## src/rtl/dualcmp_pkg.sv

```systemverilog
package dualcmp_pkg;
  localparam int CSR_W   = 32;
  localparam int ROUTE_N = 7;
  localparam int SEL_W   = 3;

  localparam int B_FALL2 = 31;
  localparam int B_FLAG  = 30;
  localparam int B_IE    = 29;
  localparam int B_RISE2 = 28;
  localparam int B_FALL1 = 27;
  localparam int B_RISE1 = 26;
  localparam int B_RT_LO = 21;
  localparam int B_IS_LO = 18;
  localparam int B_WIN   = 17;
  localparam int B_RISEW = 16;
  localparam int B_ST2   = 13;
  localparam int B_FAST  = 12;
  localparam int B_ST1   = 7;
  localparam int B_FALLW = 5;
  localparam int B_EN1   = 4;
  localparam int PULL_W  = 4;

  localparam logic [CSR_W-1:0] CSR_WMASK = 32'hBCFF_103F;
  localparam logic [SEL_W-1:0] RT_NONE   = 3'd7;
  localparam logic [SEL_W-1:0] IS_OFF    = 3'd0;
endpackage

```

## src/rtl/dualcmp_sync.sv

```systemverilog
module dualcmp_sync #(
  parameter int STAGES = 2
) (
  input  logic clk,
  input  logic rst,
  input  logic d_i,
  output logic q_o
);
  logic [STAGES-1:0] chain_q;

  generate
    for (genvar g = 0; g < STAGES; g++) begin : g_stage
      always_ff @(posedge clk) begin
        if (rst) chain_q[g] <= 1'b0;
        else if (g == 0) chain_q[g] <= d_i;
        else chain_q[g] <= chain_q[(g == 0) ? 0 : g-1];
      end
    end
  endgenerate

  assign q_o = chain_q[STAGES-1];
endmodule

```

## src/rtl/dualcmp_edge.sv

```systemverilog
module dualcmp_edge (
  input  logic clk,
  input  logic rst,
  input  logic sig_i,
  input  logic rise_en_i,
  input  logic fall_en_i,
  output logic pulse_o
);
  logic prev_q, pulse_q;

  always_ff @(posedge clk) begin
    if (rst) begin
      prev_q  <= 1'b0;
      pulse_q <= 1'b0;
    end else begin
      prev_q  <= sig_i;
      pulse_q <= (sig_i & ~prev_q & rise_en_i) | (~sig_i & prev_q & fall_en_i);
    end
  end

  assign pulse_o = pulse_q;

  AST_RISE_PULSE: assert property (@(posedge clk) disable iff (rst)
    (sig_i && !prev_q && rise_en_i) |=> pulse_o);
  AST_FALL_PULSE: assert property (@(posedge clk) disable iff (rst)
    (!sig_i && prev_q && fall_en_i) |=> pulse_o);
  AST_QUIET_NO_PULSE: assert property (@(posedge clk) disable iff (rst)
    (sig_i == prev_q) |=> !pulse_o);
endmodule

```

## src/rtl/dualcmp_route.sv

```systemverilog
module dualcmp_route #(
  parameter int N     = 7,
  parameter int SEL_W = 3
) (
  input  logic             clk,
  input  logic             rst,
  input  logic [SEL_W-1:0] sel_i,
  input  logic             data_i,
  output logic [N-1:0]     route_o
);
  logic [N-1:0] nxt, route_q;

  generate
    for (genvar g = 0; g < N; g++) begin : g_dest
      assign nxt[g] = data_i & (sel_i == SEL_W'(g));
    end
  endgenerate

  always_ff @(posedge clk) begin
    if (rst) route_q <= '0;
    else     route_q <= nxt;
  end

  assign route_o = route_q;

  AST_ROUTE_ONEHOT: assert property (@(posedge clk) disable iff (rst)
    $onehot0(route_o));
  AST_ROUTE_NONE: assert property (@(posedge clk) disable iff (rst)
    (sel_i >= SEL_W'(N)) |=> (route_o == '0));
endmodule

```

## src/rtl/dualcmp_ctrl.sv

```systemverilog
module dualcmp_ctrl
  import dualcmp_pkg::*;
#(
  parameter int SYNC_STAGES = 2
) (
  input  logic              clk,
  input  logic              rst,
  input  logic              wr_en_i,
  input  logic [CSR_W-1:0]  wr_data_i,
  output logic [CSR_W-1:0]  rd_data_o,
  input  logic              cmp1_raw_i,
  input  logic              cmp2_raw_i,
  input  logic              acq_done_i,
  output logic              cmp1_en_o,
  output logic              cmp2_en_o,
  output logic [SEL_W-1:0]  cmp2_insel_o,
  output logic              cmp2_fast_o,
  output logic [PULL_W-1:0] pull_o,
  output logic [ROUTE_N-1:0] route_o,
  output logic              win_o,
  output logic              evt1_o,
  output logic              evt2_o,
  output logic              evtw_o,
  output logic              acq_irq_o
);
  logic [CSR_W-1:0] csr_q;
  logic             flag_q;
  logic             sync1, sync2;
  logic             st1, st2, win_c, win_q;
  logic [SEL_W-1:0] insel, rtsel;

  always_ff @(posedge clk) begin
    if (rst)          csr_q <= '0;
    else if (wr_en_i) csr_q <= wr_data_i & CSR_WMASK;
  end

  always_ff @(posedge clk) begin
    if (rst)                               flag_q <= 1'b0;
    else if (acq_done_i)                   flag_q <= 1'b1;
    else if (wr_en_i && !wr_data_i[B_IE])  flag_q <= 1'b0;
  end

  dualcmp_sync #(.STAGES(SYNC_STAGES)) u_sync1 (
    .clk(clk), .rst(rst), .d_i(cmp1_raw_i), .q_o(sync1));
  dualcmp_sync #(.STAGES(SYNC_STAGES)) u_sync2 (
    .clk(clk), .rst(rst), .d_i(cmp2_raw_i), .q_o(sync2));

  assign insel = csr_q[B_IS_LO +: SEL_W];
  assign rtsel = csr_q[B_RT_LO +: SEL_W];
  assign st1   = sync1 & csr_q[B_EN1];
  assign st2   = sync2 & (insel != IS_OFF);
  assign win_c = csr_q[B_WIN] & st1 & ~st2;

  always_ff @(posedge clk) begin
    if (rst) win_q <= 1'b0;
    else     win_q <= win_c;
  end

  dualcmp_edge u_edge1 (
    .clk(clk), .rst(rst), .sig_i(st1),
    .rise_en_i(csr_q[B_RISE1]), .fall_en_i(csr_q[B_FALL1]), .pulse_o(evt1_o));
  dualcmp_edge u_edge2 (
    .clk(clk), .rst(rst), .sig_i(st2),
    .rise_en_i(csr_q[B_RISE2]), .fall_en_i(csr_q[B_FALL2]), .pulse_o(evt2_o));
  dualcmp_edge u_edgew (
    .clk(clk), .rst(rst), .sig_i(win_c),
    .rise_en_i(csr_q[B_RISEW]), .fall_en_i(csr_q[B_FALLW]), .pulse_o(evtw_o));

  dualcmp_route #(.N(ROUTE_N), .SEL_W(SEL_W)) u_route (
    .clk(clk), .rst(rst), .sel_i(rtsel), .data_i(st2), .route_o(route_o));

  always_comb begin
    rd_data_o         = csr_q;
    rd_data_o[B_FLAG] = flag_q;
    rd_data_o[B_ST2]  = st2;
    rd_data_o[B_ST1]  = st1;
  end

  assign cmp1_en_o    = csr_q[B_EN1];
  assign cmp2_en_o    = (insel != IS_OFF);
  assign cmp2_insel_o = insel;
  assign cmp2_fast_o  = csr_q[B_FAST];
  assign pull_o       = csr_q[PULL_W-1:0];
  assign win_o        = win_q;
  assign acq_irq_o    = flag_q & csr_q[B_IE];

  AST_CMP2_OFF_ZERO: assert property (@(posedge clk) disable iff (rst)
    (cmp2_insel_o == IS_OFF) |-> !rd_data_o[B_ST2]);
  AST_ACQ_CLEAR: assert property (@(posedge clk) disable iff (rst)
    (wr_en_i && !wr_data_i[B_IE] && !acq_done_i) |=> !rd_data_o[B_FLAG]);
  AST_ACQ_SET: assert property (@(posedge clk) disable iff (rst)
    acq_done_i |=> rd_data_o[B_FLAG]);
  AST_RSVD_ZERO: assert property (@(posedge clk) disable iff (rst)
    (rd_data_o & ~(CSR_WMASK | 32'h4000_2080)) == '0);
  AST_WIN_NEEDS_ST1: assert property (@(posedge clk) disable iff (rst)
    win_o |-> $past(rd_data_o[B_ST1]));
endmodule

```

## config.mk

```make
export PLATFORM = sky130hd
export DESIGN_NAME = dualcmp_ctrl
export DESIGN_NICKNAME = d
export VERILOG_FILES = /design/src/rtl/dualcmp_pkg.sv /design/src/rtl/dualcmp_sync.sv /design/src/rtl/dualcmp_edge.sv /design/src/rtl/dualcmp_route.sv /design/src/rtl/dualcmp_ctrl.sv
export SDC_FILE = /design/constraint.sdc
export NUM_CORES = 1
export LEC_CHECK = 0
export BUFFER_PORTS_ARGS = -buffer_cell sky130_fd_sc_hd__buf_2
export CORE_ASPECT_RATIO = 0.6
export CORE_MARGIN = 3
export CORE_UTILIZATION = 42
export DETAILED_ROUTE_END_ITERATION = 8
export HOLD_SLACK_MARGIN = 0.12
export MAX_ROUTING_LAYER = met4
export PLACE_DENSITY = 0.76
export SYNTH_ARGS = -nofsm -noshare
export SYNTH_HDL_FRONTEND = slang
export SYNTH_SLANG_ARGS = --single-unit
```

## constraint.sdc

```tcl
create_clock -name clk -period 1.65 [get_ports clk]
set_input_delay 0.2475 -clock clk [delete_from_list [all_inputs] [get_ports clk]]
set_output_delay 0.2475 -clock clk [all_outputs]
set_load 0.01 [all_outputs]
```

* Yosys cells after proc, flatten, opt, wreduce, memory -nomap -nowiden
Cells that the tools add are included.
** Word-level totals
- Register bits :: 38
- Logic and storage cells :: 59
- Output and inout bits :: 54
** Operators by class
- Reductions and logical operators :: 5
- Bitwise gates (word level) :: 33
- Multiplexer cells :: 2
- Equality and inequality tests :: 6
** Operator list (count)
- 1-bit AND :: 24
- 3-bit == test (second input constant) :: 3
- 3-bit by 2-bit == test with 1-bit output (second input constant) :: 2
- 1-bit inverter :: 6
- 3-bit by 1-bit == test with 1-bit output (second input constant) :: 1
- 3-bit logical NOT :: 1
- 1-bit OR :: 3
- 3-bit nonzero test :: 1
- 1-bit two-way mux :: 2
- 2-bit nonzero test :: 1
- 1-bit logical AND :: 1
- 1-bit logical NOT :: 1

* Logic depth before layout (Yosys ltp)
Gate-level depths: netlist of run 1.
- Depth in word-level cells :: 8
- Mapped depth :: 4

* By module
A second synthesis of run 1 with hierarchy kept.
** Unflattened totals
- Cells, all modules :: 143
- Area total of the unflattened synthesis :: 1476.4 sq um
** By module, submodules not included
- dualcmp_ctrl :: cells an instance 98, area each 963.4 sq um, times used 1, seq. area each 440.4 sq um
- dualcmp_route :: cells an instance 19, area each 209.0 sq um, times used 1, seq. area each 140.1 sq um
- dualcmp_edge :: cells an instance 6, area each 66.3 sq um, times used 3, seq. area each 40.0 sq um
- dualcmp_sync :: cells an instance 4, area each 52.6 sq um, times used 2, seq. area each 40.0 sq um

* Worst setup path after synthesis of run 1
Ideal clock, no wire load.
- Kind :: register to register
- From :: reg csr_q[18]
- To :: reg u_edgew.pulse_q, in the netlist u_edgew.pulse_o
- Path slack :: 0.206 ns
- Buffers on the path :: 0
- Arrival :: 1.373 ns
- Period minus slack after synthesis :: 1.444 ns
- Required time :: 1.579 ns
- Stages on the path, launching flop included :: 5
- Cell sequence :: dfxtp_1 o31ai_4 inv_2 or4b_1 a21oi_1
** On the way
- Cells in the longest elaborated chain, start to end :: 8
- Elaborated cells on any way between the ends :: 10
- Those cells by class :: bitwise (9); reduce/logical (1)
** Ends and longest elaborated chain
- start, declared :: line dualcmp_ctrl.sv:26 : logic [CSR_W-1:0] csr_q;
- start signal, assigned :: line dualcmp_ctrl.sv:34 : else if (wr_en_i) csr_q <= wr_data_i & CSR_WMASK;
- 3-bit nonzero test (*) :: line dualcmp_ctrl.sv:51 : assign st2 = sync2 & (insel != IS_OFF);
- 1-bit AND (*) :: line dualcmp_ctrl.sv:51
- net st2 :: line dualcmp_ctrl.sv:29 : logic st1, st2, win_c, win_q;
- 1-bit inverter (*) :: line dualcmp_ctrl.sv:52 : assign win_c = csr_q[B_WIN] & st1 & ~st2;
- 1-bit AND (*) :: line dualcmp_ctrl.sv:52
- 1-bit inverter :: line dualcmp_edge.sv:17 : pulse_q <= (sig_i & ~prev_q & rise_en_i) | (~sig_i & prev_q & fall_en_i);
- 1-bit AND (2 in a row) :: line dualcmp_edge.sv:17
- 1-bit OR (*) :: line dualcmp_edge.sv:17
- end signal, assigned :: line dualcmp_edge.sv:17
- end, declared :: line dualcmp_edge.sv:9 : logic prev_q, pulse_q;
Mark *: on every way through the listed nets, which the timed path passes. The rest lies on a longest branch.
A chain may end at the register's enable or synchronous reset.

* Final worst setup path of run 1
- From :: reg csr_q[18]
- To :: out cmp2_en_o
** On the way
- Cells in the longest elaborated chain, start to end :: 1
** Ends and longest elaborated chain
- 3-bit nonzero test :: line dualcmp_ctrl.sv:80 : assign cmp2_en_o = (insel != IS_OFF);
- end, declared :: line dualcmp_ctrl.sv:15 : output logic cmp2_en_o,
Every way passes these cells.

==> results.json, run 1 <==
{
  "run_status": "finished, final reports clean",
  "worst_ep_required_time_ns": 1.40,
  "worst_r2r_path_depth": 4,
  "design_power_total_mw": 1.76,
  "multi_input_comb_area_um2": 529,
  "cts-htree-levels": 2,
  "drtAntennaViolNets": 0,
  "die_outline_area_um2": 4330,
  "synth.yosys.warnings": 0,
  "start_kind": "register",
  "fp.coreArea_um2": 3320,
  "design_area_um2": 1820,
  "whs_ns": 0.172,
  "detail_route.drc_violations": 0,
  "launch_point_of_the_worst_hold_path": "cmp1_raw_i",
  "final-seq-area_um2": 761,
  "num-nets-final": 241,
  "timing.reg2reg.setup_slack_ns": 0.20,
  "place.detailed.instances": 241,
  "layout_setup_ws_ns": 0.116,
  "setup_viol": 0,
  "netlist_top_cells_area": "sky130_fd_sc_hd__dfxtp_1 (51%), sky130_fd_sc_hd__buf_4 (14%), sky130_fd_sc_hd__mux2i_1 (13%), sky130_fd_sc_hd__nor2_1 (6.0%), sky130_fd_sc_hd__nor3b_1 (2.0%)",
  "drtPass1Iterations": 4,
  "highest_achievable_clock_rate_mhz": 652,
  "grt_antenna_before_repair": 0,
  "grt_pass1_wl_um": 4400,
  "power_density_nw_per_um2": 971,
  "wirelength_um": 2790,
  "netlist_instances": 147,
  "worst_clock_skew_ns": 0.00522,
  "hold_buffers": 0,
  "post_cts_resized": 0,
  "dpl-instance-area_um2": 1740,
  "avgRoutedWirePerCell_um": 11.3,
  "syn_avg_cell_area_um2": 10.1,
  "setup_tns_ns": 0,
  "cts_setup_buffers": 0,
  "synthDistinctLibCells": 24,
  "timing.critical_path.fanout_max": 5,
  "rsz0062_at_grt": "no",
  "final_hold_viol_count": 0,
  "irDropWorstVdd_mv": 0.532,
  "area_delta_synth_final_pct": 21.9,
  "largest_net_degree_at_the_start_of_global_routing": 31,
  "vias_per_cell": 4.40,
  "crit_path_top_delay_cell": "sky130_fd_sc_hd__or3_2",
  "whs_endpoint": "u_sync1.chain_q[0]$_SDFF_PP0_",
  "initial_utilization_pct": 44.9,
  "post_route_cells_drive_above_1_share_pct": 41.9,
  "synth_top_area_cell": "sky130_fd_sc_hd__dfxtp_1",
  "cts_num_sinks": 38,
  "worst_skew_pair.late_latency_ns": 0.28,
  "ys_ff_latch": 38,
  "chipHeight_um": 52.2,
  "layout.cells.most_common": "sky130_fd_sc_hd__buf_2",
  "timing.rr.end": "u_edgew.pulse_o$_SDFF_PP0_",
  "utilization_pct": 54.7,
  "ios": 92,
  "worst_path_clk_slew_ns": 0.07,
  "cts_tree": "yes",
  "grt_use_total_pct": 13.7,
  "n_fill_cell": 325,
  "most_frequent_cells_in_the_layout": "sky130_fd_sc_hd__buf_2 (70), sky130_fd_sc_hd__dfxtp_1 (38), sky130_fd_sc_hd__nor2_1 (24), sky130_fd_sc_hd__mux2i_1 (20), sky130_fd_sc_hd__conb_1 (9)",
  "grt.overflow.total": 0,
  "startpoint_of_the_worst_register_to_register_path": "csr_q[18]$_SDFFE_PP0P_",
  "ctsLongestPathBuffers": 2,
  "worstHoldPathCells": 2,
  "maxCapViolCount": 0,
  "num_antenna_cells": 0,
  "crit_arrival_ns": 1.29,
  "largest_register_ff_count": 20,
  "gpl.final_weighted_congestion": 0.710,
  "period_share_pct": 93.0,
  "numCtsBuffers": 5,
  "slew_viol_final": 0,
  "floorplan.die.width_um": 82.9,
  "synth_top_area_share_pct": 51.0,
  "largest_stage_delay_on_the_critical_path_ns": 0.49,
  "synth.yosys.seq_area_share_pct": 51.0,
  "cell_chosen_for_the_clock_root": "sky130_fd_sc_hd__clkbuf_8",
  "dp_worst_setup_slack_ns": 0.214,
  "dr_vias": 1091,
  "first_iter_violations": 17,
  "setup.worst_path.end_class": "output port",
  "period_minus_slack_ns": 1.53,
  "largest_register": "csr_q",
  "vias_in_the_first_global_route": 914,
  "place_hpwl_um": 2060,
  "placement_rows": 16,
  "synthesis.area_um2": 1490,
  "finalNonFillerCells": 248,
  "min_path_type": "in2reg",
  "worstSetupPathType": "reg2out",
  "total_leakage_power_nw": 0.956,
  "crit_path_cell_trace": "or3_2 > buf_2",
  "port_buf_inserts": 70
}
==> routing by layer <==
metal  track usage (%)  up-vias  part of all wire [%]
li1                  -      561                     -
met1              18.0      473                    49
met2              18.1       50                    39
met3              5.38        7                    10
met4              7.34        0                   1.8
met5                 -        -                     0
==> layout make-up <==
cell class | count | area share [%]
clock buffer | 5 | 3.79
clock inverter | 2 | 0.551
inverter | 2 | 0.413
multi-input combinational | 83 | 29.1
sequential | 38 | 41.8
tap | 45 | 3.10
timing repair buffer | 73 | 21.2
==> cell usage after synthesis <==
cell / n
sky130_fd_sc_hd__clkbuf_1: 3
sky130_fd_sc_hd__o211ai_1: 1
sky130_fd_sc_hd__buf_4: 27
sky130_fd_sc_hd__or4b_1: 1
sky130_fd_sc_hd__nor2b_1: 4
sky130_fd_sc_hd__nand2b_1: 1
sky130_fd_sc_hd__a21oi_1: 4
sky130_fd_sc_hd__buf_2: 2
sky130_fd_sc_hd__dfxtp_1: 38
sky130_fd_sc_hd__inv_2: 1
sky130_fd_sc_hd__mux2i_1: 20
sky130_fd_sc_hd__nor3_1: 2
sky130_fd_sc_hd__nand4b_1: 1
sky130_fd_sc_hd__nor3b_1: 4
sky130_fd_sc_hd__nand3_1: 3
sky130_fd_sc_hd__inv_1: 1
sky130_fd_sc_hd__and3_2: 1
sky130_fd_sc_hd__nand3b_1: 2
sky130_fd_sc_hd__conb_1: 1
sky130_fd_sc_hd__nor2_1: 24
sky130_fd_sc_hd__and2_1: 1
sky130_fd_sc_hd__or3_2: 2
sky130_fd_sc_hd__nand2_1: 2
sky130_fd_sc_hd__o31ai_4: 1
==> where the power goes <==
group	total [mW]	internal, mW	switching (mW)	leakage, nW
registers	0.988	0.954	0.0334	0.311
logic	0.202	0.0977	0.104	0.601
clock network	0.575	0.283	0.292	0.0438
==> worst max path at each step <==
| stage | startpoint | end | slack, ns | depth (start not counted) |
|---|---|---|---|---|
| finish | csr_q[18]$_SDFFE_PP0P_ | cmp2_en_o | 0.12 | 2 |
| global route | csr_q[18]$_SDFFE_PP0P_ | cmp2_en_o | 0.08 | 2 |
| CTS | csr_q[18]$_SDFFE_PP0P_ | cmp2_en_o | 0.10 | 2 |
| detailed placement | csr_q[18]$_SDFFE_PP0P_ | u_edgew.pulse_o$_SDFF_PP0_ | 0.21 | 4 |
| global placement | csr_q[18]$_SDFFE_PP0P_ | u_edgew.pulse_o$_SDFF_PP0_ | 0.22 | 4 |
| floorplan | csr_q[18]$_SDFFE_PP0P_ | u_edgew.pulse_o$_SDFF_PP0_ | 0.21 | 4 |
==> worst max-delay path, delay by kind of cell (launching register included) <==
kind	cells	cell delay, ns
AND/OR/NAND/NOR	1	0.49
flip-flops	1	0.37
buffers and inverters	1	0.15
==> logic make-up (layout without fill, tap and decap cells) <==
kind of cell / after synthesis / after routing / share of synthesized area (%)
and+or+nand+nor: 48 / 48 / 16.5
DFF: 38 / 38 / 51.0
buffers and inverters: 34 / 82 / 15.5
muxes: 20 / 20 / 13.4
AOI/OAI and AO/OA: 6 / 6 / 3.27
other: 1 / 9 / 0.251
No activity file was read; power rests on OpenSTA's default activity.
==> inputs of run 2 (changes only) <==
--- a/config.mk
+++ b/config.mk
@@ -5,14 +5,15 @@
 export SDC_FILE = /design/constraint.sdc
 export NUM_CORES = 1
 export LEC_CHECK = 0
-export BUFFER_PORTS_ARGS = -buffer_cell sky130_fd_sc_hd__buf_2
+export CAP_MARGIN = 20
 export CORE_ASPECT_RATIO = 0.6
 export CORE_MARGIN = 3
-export CORE_UTILIZATION = 42
+export CORE_UTILIZATION = 50
 export DETAILED_ROUTE_END_ITERATION = 8
+export DONT_BUFFER_PORTS = 1
 export HOLD_SLACK_MARGIN = 0.12
 export MAX_ROUTING_LAYER = met4
-export PLACE_DENSITY = 0.76
+export PLACE_DENSITY = 0.62
 export SYNTH_ARGS = -nofsm -noshare
 export SYNTH_HDL_FRONTEND = slang
 export SYNTH_SLANG_ARGS = --single-unit
==> results.json, run 2 (synthesized netlist as in run 1, its figures left out) <==
{
  "initial_utilization_pct": 56.0,
  "worst_clock_skew_ns": 0.00656,
  "most_frequent_cells_in_the_layout": "sky130_fd_sc_hd__dfxtp_1 (38), sky130_fd_sc_hd__dlygate4sd3_1 (25), sky130_fd_sc_hd__nor2_1 (24), sky130_fd_sc_hd__mux2i_1 (20), sky130_fd_sc_hd__conb_1 (9)",
  "first_iter_violations": 47,
  "crit_arrival_ns": 1.30,
  "worst_skew_pair.late_latency_ns": 0.28,
  "power_density_nw_per_um2": 1090,
  "place_hpwl_um": 1840,
  "cts_setup_buffers": 0,
  "largest_register": "csr_q",
  "launch_point_of_the_worst_hold_path": "wr_data_i[5]",
  "cts_num_sinks": 38,
  "utilization_pct": 66.2,
  "combinationalPowerShare_pct": 8.6,
  "worstSetupPathType": "reg2out",
  "cts-htree-levels": 2,
  "gpl.final_weighted_congestion": 0.704,
  "num-nets-final": 200,
  "detail_route.drc_violations": 0,
  "vias_per_cell": 4.97,
  "place.detailed.instances": 169,
  "startpoint_of_the_worst_register_to_register_path": "csr_q[18]$_SDFFE_PP0P_",
  "cell_internal_power_mw": 1.50,
  "cts_tree": "yes",
  "highest_achievable_clock_rate_mhz": 645,
  "worst_ep_required_time_ns": 1.40,
  "slew_viol_final": 0,
  "run_status": "finished, final reports clean",
  "final_hold_viol_count": 0,
  "grt_antenna_before_repair": 0,
  "max_slew_margin_pct": 39.4,
  "crit_path_cell_trace": "buf_4 > or3_2",
  "net_sw_share_pct": 21.7,
  "rsz0062_at_grt": "no",
  "floorplan.die.width_um": 76.5,
  "p_switching_uw": 417,
  "ios": 92,
  "min_path_type": "in2reg",
  "post_route_cells_drive_above_1_share_pct": 10.4,
  "worstHoldPathCells": 2,
  "vias_in_the_first_global_route": 1015,
  "largest_net_degree_at_the_start_of_global_routing": 26,
  "grt.overflow.total": 0,
  "port_buf_inserts": 0,
  "worst-slew-pin-transition_ns": 0.908,
  "design_power_total_mw": 1.92,
  "setup.worst_path.end_class": "output port",
  "maxCapViolCount": 0,
  "largest_stage_delay_on_the_critical_path_ns": 0.51,
  "grt_use_total_pct": 18.6,
  "die_outline_area_um2": 3700,
  "total_leakage_power_nw": 0.766,
  "fp.coreArea_um2": 2660,
  "chipHeight_um": 48.3,
  "numCtsBuffers": 5,
  "layout_setup_ws_ns": 0.100,
  "grt_pass1_wl_um": 5220,
  "worst_path_clk_slew_ns": 0.07,
  "worst_r2r_path_depth": 4,
  "largest_register_ff_count": 20,
  "layout.cells.most_common": "sky130_fd_sc_hd__dfxtp_1",
  "num_antenna_cells": 0,
  "period_share_pct": 93.9,
  "crit_path_top_delay_cell": "sky130_fd_sc_hd__or3_2",
  "pwr-share-seq_pct": 52.4,
  "start_kind": "register",
  "timing.reg2reg.setup_slack_ns": 0.23,
  "timing.critical_path.fanout_max": 4,
  "drtPass1Iterations": 4,
  "wirelength_um": 3140,
  "area_delta_synth_final_pct": 18.1,
  "dp_worst_setup_slack_ns": 0.263,
  "drtAntennaViolNets": 0,
  "period_minus_slack_ns": 1.55,
  "cell_chosen_for_the_clock_root": "sky130_fd_sc_hd__clkbuf_8",
  "setup_tns_ns": 0,
  "ctsLongestPathBuffers": 2,
  "setup_viol": 0,
  "timing.rr.end": "u_edgew.pulse_o$_SDFF_PP0_",
  "clock_power_share_pct": 38.9,
  "finalNonFillerCells": 203,
  "placement_rows": 14,
  "whs_endpoint": "csr_q[5]$_SDFFE_PP0P_",
  "irDropWorstVdd_mv": 0.711,
  "avgRoutedWirePerCell_um": 15.5,
  "dr_vias": 1008
}
[run 2: changes by cell type in the layout (fill, tap and decap cells not counted)]
cell	before	now
sky130_fd_sc_hd__bufinv_16	0	1
sky130_fd_sc_hd__clkinv_2	2	0
sky130_fd_sc_hd__buf_2	70	0
sky130_fd_sc_hd__buf_4	2	6
sky130_fd_sc_hd__buf_12	1	0
sky130_fd_sc_hd__clkbuf_1	0	2
sky130_fd_sc_hd__dlymetal6s4s_1	0	1
sky130_fd_sc_hd__dlygate4sd3_1	0	25
[run 2: layout make-up]
cell class / count / area [um^2]
inverter: 2 / 7.51
fill: 219 / 901
timing repair buffer: 32 / 308
tap: 40 / 50.0
clock inverter: 1 / 30.0
sequential: 38 / 761
clock buffer: 7 / 76.3
multi-input combinational: 83 / 529
[run 2: what timing repair did]
item / in CTS / in global routing
hold buffers: 25 / 1
hold endpoints to repair: 30 / 1
endpoints found under the setup margin: 0 / 1
gates resized for setup: 0 / 1
[run 2: worst max-delay path by stage]
stage	start	end	slack (ns)	depth (start not counted)
2_1_floorplan	csr_q[18]$_SDFFE_PP0P_	u_edgew.pulse_o$_SDFF_PP0_	0.21	4
3_3_place_gp	csr_q[18]$_SDFFE_PP0P_	u_edgew.pulse_o$_SDFF_PP0_	0.26	4
3_5_place_dp	csr_q[18]$_SDFFE_PP0P_	u_edgew.pulse_o$_SDFF_PP0_	0.26	4
4_1_cts	rst	u_edgew.prev_q$_SDFF_PP0_	0.04	3
5_1_grt	csr_q[18]$_SDFFE_PP0P_	cmp2_en_o	0.06	2
6_report	csr_q[18]$_SDFFE_PP0P_	cmp2_en_o	0.10	2
[run 2: metrics by stage]
step           cell area [um^2]  hold WS, ns
5_1_grt                    1760        0.129
2_1_floorplan              1520        0.328
6_report                   1760        0.119
4_1_cts                    1750        0.120
3_3_place_gp               1390        0.320
3_5_place_dp               1390        0.321
[run 2: power groups by stage]
stage,sequential [mW],clock [mW],combinational [mW]
floorplan,1.01,0,0.148
global placement,1.03,0,0.0940
detailed placement,1.03,0,0.0971
CTS,1.01,0.768,0.157
global route,1.01,0.802,0.183
finish,1.01,0.747,0.166
[run 2: critical path: cells and delay by family, from the launching register on]
| family | cells | cell delay [ns] |
|---|---|---|
| buf+inv | 1 | 0.17 |
| simple gates | 1 | 0.51 |
| flops | 1 | 0.34 |
[run 2: metal layers]
metal / share of wire [%] / up-vias / global-route usage, %
li1: - / 479 / -
met1: 41 / 469 / 20.7
met2: 47 / 55 / 29.4
met3: 11 / 5 / 8.33
met4: 1.3 / 0 / 7.53
met5: 0 / - / -
